===== src/rtl/rec_trk_pkg.sv =====
package rec_trk_pkg;
  localparam int ST_BUSY   = 0;
  localparam int ST_DONE   = 1;
  localparam int ST_EXPAND = 2;
  localparam int ST_OVF    = 3;
  localparam int ST_LENERR = 4;
  localparam int ST_ANYERR = 5;
  localparam int ST_OUTDIS = 6;
  localparam int ST_W      = 7;

  // strobes from control to datapath
  typedef struct packed {
    logic load;
    logic cntIn;
    logic cntOut;
    logic lenWe;
    logic cntWe;
  } dpCtl_t;
endpackage


===== src/rtl/rec_trk_dp.sv =====
module rec_trk_dp
  import rec_trk_pkg::*;
#(
  parameter int CNT_W   = 32,
  parameter int MIN_LEN = 34
) (
  input  logic             clk,
  input  logic             rstN,
  input  dpCtl_t           ctl,
  input  logic [CNT_W-1:0] cfgData,
  output logic [CNT_W-1:0] inCount,
  output logic [CNT_W-1:0] outCount,
  output logic [CNT_W-1:0] recLeft,
  output logic             eor,
  output logic             expand,
  output logic             lenBad,
  output logic             lenIsOne,
  output logic             lenZero,
  output logic             recIsOne,
  output logic             outFull
);
  localparam logic [CNT_W-1:0] ONE   = CNT_W'(1);
  localparam logic [CNT_W-1:0] FLOOR = CNT_W'(MIN_LEN);

  logic [CNT_W-1:0] lenReg, cntReg, lenLeft, effCnt;

  always_comb begin
    effCnt   = (cntReg == '0) ? ONE : cntReg;
    lenBad   = (lenReg == '0) || ((effCnt > ONE) && (lenReg <= FLOOR));
    lenIsOne = (lenLeft == ONE);
    lenZero  = (lenLeft == '0);
    recIsOne = (recLeft == ONE);
    outFull  = (outCount == '1);
    expand   = (outCount > inCount);
  end

  always_ff @(posedge clk or negedge rstN) begin
    if (!rstN) begin
      lenReg   <= '0;
      cntReg   <= '0;
      lenLeft  <= '0;
      recLeft  <= '0;
      inCount  <= '0;
      outCount <= '0;
      eor      <= 1'b0;
    end else begin
      if (ctl.lenWe) lenReg <= cfgData;
      if (ctl.cntWe) cntReg <= cfgData;
      eor <= ctl.cntIn && lenIsOne;
      if (ctl.load) begin
        lenLeft  <= lenReg;
        recLeft  <= effCnt;
        inCount  <= '0;
        outCount <= '0;
      end else begin
        if (ctl.cntIn) begin
          inCount <= inCount + ONE;
          if (lenIsOne && (recLeft > ONE)) begin
            lenLeft <= lenReg;
            recLeft <= recLeft - ONE;
          end else begin
            lenLeft <= lenLeft - ONE;
          end
        end
        if (ctl.cntOut) outCount <= outCount + ONE;
      end
    end
  end


  out_monotonic_chk: assert property (@(posedge clk) disable iff (!rstN)
    !ctl.load |=> outCount >= $past(outCount));


  rec_floor_chk: assert property (@(posedge clk) disable iff (!rstN)
    ctl.cntIn && !ctl.load |=> recLeft != '0);
endmodule


===== src/rtl/rec_trk_ctrl.sv =====
module rec_trk_ctrl
  import rec_trk_pkg::*;
#(
  parameter int CNT_W = 32
) (
  input  logic             clk,
  input  logic             rstN,
  input  logic             cfgWe,
  input  logic [1:0]       cfgSel,
  input  logic [CNT_W-1:0] cfgData,
  input  logic             start,
  input  logic             outDisMode,
  input  logic             inByte,
  input  logic             inPad,
  input  logic             outByte,
  input  logic             outPad,
  input  logic             outLast,
  input  logic             lenBad,
  input  logic             lenIsOne,
  input  logic             lenZero,
  input  logic             recIsOne,
  input  logic             outFull,
  output dpCtl_t           ctl,
  output logic             busy,
  output logic             done,
  output logic             ovfErr,
  output logic             lenErr,
  output logic             anyErr,
  output logic             outDis
);
  localparam logic [CNT_W-1:0] ONE = CNT_W'(1);

  logic [CNT_W-1:0] ddcReg, discLeft;
  logic accept, outHit, finish, ovfHit, recEnd;

  always_comb begin
    accept     = start && !busy;
    ctl.load   = accept && !lenBad;
    ctl.lenWe  = cfgWe && !busy && (cfgSel == 2'd0);
    ctl.cntWe  = cfgWe && !busy && (cfgSel == 2'd1);
    ctl.cntIn  = busy && inByte && !inPad && !lenZero;
    outHit     = busy && outByte && !outPad && !outDis;
    ctl.cntOut = outHit && !outFull;
    ovfHit     = outHit && outFull;
    finish     = ctl.cntOut && outLast && lenZero && recIsOne;
    recEnd     = ctl.cntIn && lenIsOne;
  end

  always_ff @(posedge clk or negedge rstN) begin
    if (!rstN) begin
      ddcReg   <= '0;
      discLeft <= '0;
      busy     <= 1'b0;
      done     <= 1'b0;
      ovfErr   <= 1'b0;
      lenErr   <= 1'b0;
      anyErr   <= 1'b0;
      outDis   <= 1'b0;
    end else begin
      if (cfgWe && !busy && (cfgSel == 2'd2)) ddcReg <= cfgData;
      if (accept) begin
        if (lenBad) begin
          lenErr <= 1'b1;
          anyErr <= 1'b1;
        end else begin
          busy     <= 1'b1;
          done     <= 1'b0;
          ovfErr   <= 1'b0;
          lenErr   <= 1'b0;
          anyErr   <= 1'b0;
          discLeft <= ddcReg;
          outDis   <= outDisMode && (ddcReg != '0);
        end
      end else begin
        if (finish) begin
          busy <= 1'b0;
          done <= 1'b1;
        end
        if (ovfHit) begin
          ovfErr <= 1'b1;
          anyErr <= 1'b1;
          busy   <= 1'b0;
        end
        if (recEnd && outDis) begin
          discLeft <= discLeft - ONE;
          if (discLeft == ONE) outDis <= 1'b0;
        end
      end
    end
  end


  done_idle_chk: assert property (@(posedge clk) disable iff (!rstN)
    !(done && busy));


  lenerr_idle_chk: assert property (@(posedge clk) disable iff (!rstN)
    lenErr |-> !busy);


  outdis_end_chk: assert property (@(posedge clk) disable iff (!rstN)
    $fell(outDis) |-> busy);
endmodule


===== src/rtl/rec_seg_tracker.sv =====
module rec_seg_tracker
  import rec_trk_pkg::*;
#(
  parameter int CNT_W   = 32,
  parameter int MIN_LEN = 34
) (
  input  logic             clk,
  input  logic             rstN,
  input  logic             cfgWe,
  input  logic [1:0]       cfgSel,
  input  logic [CNT_W-1:0] cfgData,
  input  logic             start,
  input  logic             outDisMode,
  input  logic             inByte,
  input  logic             inPad,
  input  logic             outByte,
  input  logic             outPad,
  input  logic             outLast,
  input  logic             doneMask,
  output logic [CNT_W-1:0] inCount,
  output logic [CNT_W-1:0] outCount,
  output logic [CNT_W-1:0] recLeft,
  output logic             eor,
  output logic [ST_W-1:0]  status,
  output logic             doneIrq
);
  dpCtl_t ctl;
  logic lenBad, lenIsOne, lenZero, recIsOne, outFull, expand;
  logic busy, done, ovfErr, lenErr, anyErr, outDis;

  rec_trk_ctrl #(.CNT_W(CNT_W)) uCtrl (
    .clk(clk), .rstN(rstN), .cfgWe(cfgWe), .cfgSel(cfgSel), .cfgData(cfgData),
    .start(start), .outDisMode(outDisMode), .inByte(inByte), .inPad(inPad),
    .outByte(outByte), .outPad(outPad), .outLast(outLast),
    .lenBad(lenBad), .lenIsOne(lenIsOne), .lenZero(lenZero),
    .recIsOne(recIsOne), .outFull(outFull), .ctl(ctl),
    .busy(busy), .done(done), .ovfErr(ovfErr), .lenErr(lenErr),
    .anyErr(anyErr), .outDis(outDis)
  );

  rec_trk_dp #(.CNT_W(CNT_W), .MIN_LEN(MIN_LEN)) uDp (
    .clk(clk), .rstN(rstN), .ctl(ctl), .cfgData(cfgData),
    .inCount(inCount), .outCount(outCount), .recLeft(recLeft), .eor(eor),
    .expand(expand), .lenBad(lenBad), .lenIsOne(lenIsOne), .lenZero(lenZero),
    .recIsOne(recIsOne), .outFull(outFull)
  );

  always_comb begin
    status             = '0;
    status[ST_BUSY]    = busy;
    status[ST_DONE]    = done;
    status[ST_EXPAND]  = expand;
    status[ST_OVF]     = ovfErr;
    status[ST_LENERR]  = lenErr;
    status[ST_ANYERR]  = anyErr;
    status[ST_OUTDIS]  = outDis;
    doneIrq            = done && !doneMask;
  end


  eor_cause_chk: assert property (@(posedge clk) disable iff (!rstN)
    eor |-> $past(inByte && !inPad));


  ovf_sat_chk: assert property (@(posedge clk) disable iff (!rstN)
    $rose(ovfErr) |-> (outCount == '1) && !busy);
endmodule


===== config.mk =====
export PLATFORM = sky130hd
export DESIGN_NAME = rec_seg_tracker
export DESIGN_NICKNAME = d
export VERILOG_FILES = /design/src/rtl/rec_trk_pkg.sv /design/src/rtl/rec_trk_dp.sv /design/src/rtl/rec_trk_ctrl.sv /design/src/rtl/rec_seg_tracker.sv
export SDC_FILE = /design/constraint.sdc
export NUM_CORES = 1
export LEC_CHECK = 0
export ABC_CLOCK_PERIOD_IN_PS = 5000
export BUFFER_PORTS_ARGS = -buffer_cell sky130_fd_sc_hd__buf_2
export CORE_ASPECT_RATIO = 0.9
export CORE_MARGIN = 2
export CORE_UTILIZATION = 64
export CTS_BUF_LIST = sky130_fd_sc_hd__clkbuf_16
export DETAILED_ROUTE_END_ITERATION = 8
export GPL_ROUTABILITY_DRIVEN = 1
export HOLD_SLACK_MARGIN = 0.03
export PLACE_DENSITY = 0.86
export SLEW_MARGIN = 20
export SYNTH_ARGS = -nofsm -noshare
export SYNTH_HDL_FRONTEND = slang
export SYNTH_SLANG_ARGS = --single-unit

===== constraint.sdc =====
create_clock -name clk -period 5 [get_ports clk]
set_input_delay 0.75 -clock clk [delete_from_list [all_inputs] [get_ports clk]]
set_output_delay 0.75 -clock clk [all_outputs]
set_load 0.02 [all_outputs]

==> flow_summary.yaml <==
clocking:
  cts_sinks: 263
  clockBufferDepth: 3
  cts_buffers: 28
  cts_tree: "yes"
  cts_max_level: 1
  holdBufCountCts: 0
  worstSkewPairLatency_ns: 0.54
  cts_root_buffer: "clkbuf_16"
  postCtsSetupBuffers: 0
  cts_resized: 0
  clkTransAtPathRegs_ns: 0.06
worst_setup_path:
  r2r_cells: 8
  r2r_setup_slack_ns: 0.98
  r2r-start: "uDp.lenLeft[16]"
  start_kind: "flop"
  arrival_ns: 4.43
  cp.required_ns: 5.42
  reg2reg_to: "uCtrl.discLeft[3]"
  path_max_fanout: 33
  critPathCaptureType: "flop"
  cp-startpoint: "uDp.lenLeft[16]"
  crit_type: "reg2reg"
place:
  placedCellCount: 1822
  hpwl_um: 27500
  io_buffers: 149
  place_area_um2: 15040
  place_congestion: 0.9411
yosys:
  synthTopCellsByArea: "dfrtp_1 47%, mux2_2 8.0%, nor2_1 4.9%"
  syn_inst: 1438
  ys_warn_count: 0
  yosysSeqAreaShare: 0.4690
  synth_area_per_cell_um2: 9.758
  synth_edf_count: 0
  synth_area_um2: 14030
  yosys.area.top_type_share: 0.4690
  synthFlopType: "dfrtp_1"
  ys_types: 69
  synth_common_cells: "263 x dfrtp_1, 184 x nor2_1, 100 x mux2_2"
  ys_async_sr_fraction: 1.000
  synth_most_common_cell: "dfrtp_1"
  synth_nets: 1523
  synth_top_cell_by_area: "dfrtp_1"
  synth-seq-cells: 263
grt:
  antenna_found_initial: 5
  grt_max_degree: 114
  gr-total-overflow: 0
  grt_pass1_vias: 11761
  grt_usage: 0.3405
  grt_pass1_wl_um: 63020
power_and_ir_drop:
  pwr_density_cell_nw_per_um2: 469.9
  swShare: 0.3648
  intPower_mw: 4.736
  power_mw: 7.457
  comb_power_share: 0.262
  power_switching_mw: 2.720
  sequentialPowerShare: 0.481
  clockPowerShare: 0.257
  vdd_drop_max_mv: 0.3718
  p_leak_nw: 7.065
floorplanning:
  dieHeight_um: 144.5
  core_um2: 21570
  start_util: 0.6506
  rows: 51
  die-area_um2: 23130
  io_pins: 150
  dieWidth_um: 160.1
timing:
  fin_crit_sh: 0.8034
  slew_headroom: 0.2022
  min_period_ns: 4.017
  finalSetupViolCount: 0
  report.final.slew_viol_count: 0
  finalSetupTns_ns: 0
  tightest_slew_ns: 1.195
  fmax_ghz: 0.2489
  finalClockSkew_ns: 0.01359
  final_hold_viol_count: 0
  grt_setup_unrepaired: "false"
layout:
  final_cells: 1871
  stdcell_area_um2: 15870
  syn_to_final_growth_pct: 13.10
  layout-drive-gt1-share: 0.2023
  fill_cells: 1469
  final_nets: 1646
drt:
  drt_wl_total_um: 39890
  drt_iter0_markers: 1597
  vias_per_cell: 6.646
  drt.antenna.violating_nets: 0
  detail_route.first_pass.iterations: 6
  drc: 0
  via_count: 12435
  avgRoutedWirePerCell_um: 21.32
min_path:
  worst_hold_path_type: "in2async"
status:
  outcome: "complete, no violations"
flow_run:
  maxCapViolCount: 0
## state kept, by name, summed over array words and instances (netlist names), 32 cells and up
register and cells:
uDp.lenLeft 32, uCtrl.discLeft 32, uDp.outCount 32, uDp.inCount 32, uDp.recLeft 32, uDp.cntReg 32, uDp.lenReg 32, uCtrl.ddcReg 32
## worst max path at each step
stage / cells after the start / to
after CTS: 8 / uCtrl.discLeft[3]
after global routing: 8 / uCtrl.discLeft[8]
final: 8 / uCtrl.discLeft[3]
after floorplan: 11 / uCtrl.discLeft[24]
after detailed placement: 8 / uCtrl.discLeft[3]
after global placement: 8 / uCtrl.discLeft[3]
## kinds of logic (layout without fill, tap and decap cells)
logic type / count (synthesis) / in the layout / synth area share
fa+ha+maj: 40 / 40 / 0.03567
flops: 263 / 263 / 0.4690
compound gates: 253 / 253 / 0.1157
mux: 102 / 102 / 0.08177
other cells: 0 / 3 / 0
xor+xnor: 94 / 94 / 0.05867
simple gates: 559 / 559 / 0.2005
buf+inv: 127 / 266 / 0.03870
## critical path, cell delays in order (launching register included)
cell	delay [ns]
dfrtp_1	0.45
or4_4	0.54
or4_1	0.61
or4_4	0.60
or3b_1	0.37
buf_4	0.26
and2_1	0.48
buf_4	0.33
o22a_1	0.22
## per-layer routing
metal | global-route usage | vias up | part of all wire
met3 | 0.07141 | 118 | 0.10
met2 | 0.5213 | 717 | 0.46
met4 | 0.1299 | 2 | 0.035
met1 | 0.4828 | 6131 | 0.40
met5 | 0 | - | 0.00033
li1 | - | 5467 | -
## power groups by stage
stage	logic, mW	clock network [mW]	registers [mW]
2_1_floorplan	1.23	0	3.48
3_3_place_gp	1.82	0	3.51
3_5_place_dp	1.91	0	3.56
4_1_cts	1.93	1.93	3.53
5_1_grt	2.13	2.02	3.65
6_report	1.95	1.92	3.59
## area by class of cell
type,count,area (µm²),share of cell area
diodes,3,7.507,0.0004730
clock buffers,29,725.7,0.04573
clock inverters,17,101.3,0.006386
inverters,51,191.4,0.01206
multi-input cells,1048,6980,0.4398
flip-flops and latches,263,6581,0.4147
well taps,291,364.1,0.02294
repair buffers,169,918.4,0.05787
## through the flow
| step | util | hold slack, ns | setup WS [ns] |
|---|---|---|---|
| finish | 0.7358 | 0.2319 | 0.9831 |
| global placement | 0.6971 | 0.4566 | 1.103 |
| floorplan | - | 0.4475 | 1.713 |
| global route | 0.7358 | 0.3517 | 0.8952 |
| detailed placement | 0.6971 | 0.4581 | 1.056 |
| CTS | 0.7355 | 0.3211 | 1.019 |
## layout by cell type (no fill, tap or decap), types with 15 or more instances in the layout
master and n:
inv_1 59, nor4_1 58, clkbuf_16 29, dfrtp_1 263, nand4_1 34, a31oi_1 20, o211ai_1 15, xnor2_1 55
buf_2 148, xor2_1 39, nor3_1 54, buf_4 19, nand2_1 73, ha_1 40, a21oi_1 77, o22a_1 19
o21ai_0 56, nor2_1 184, nand3_1 63, mux2_2 100
Note: power is estimated with default switching activity, not from simulation.
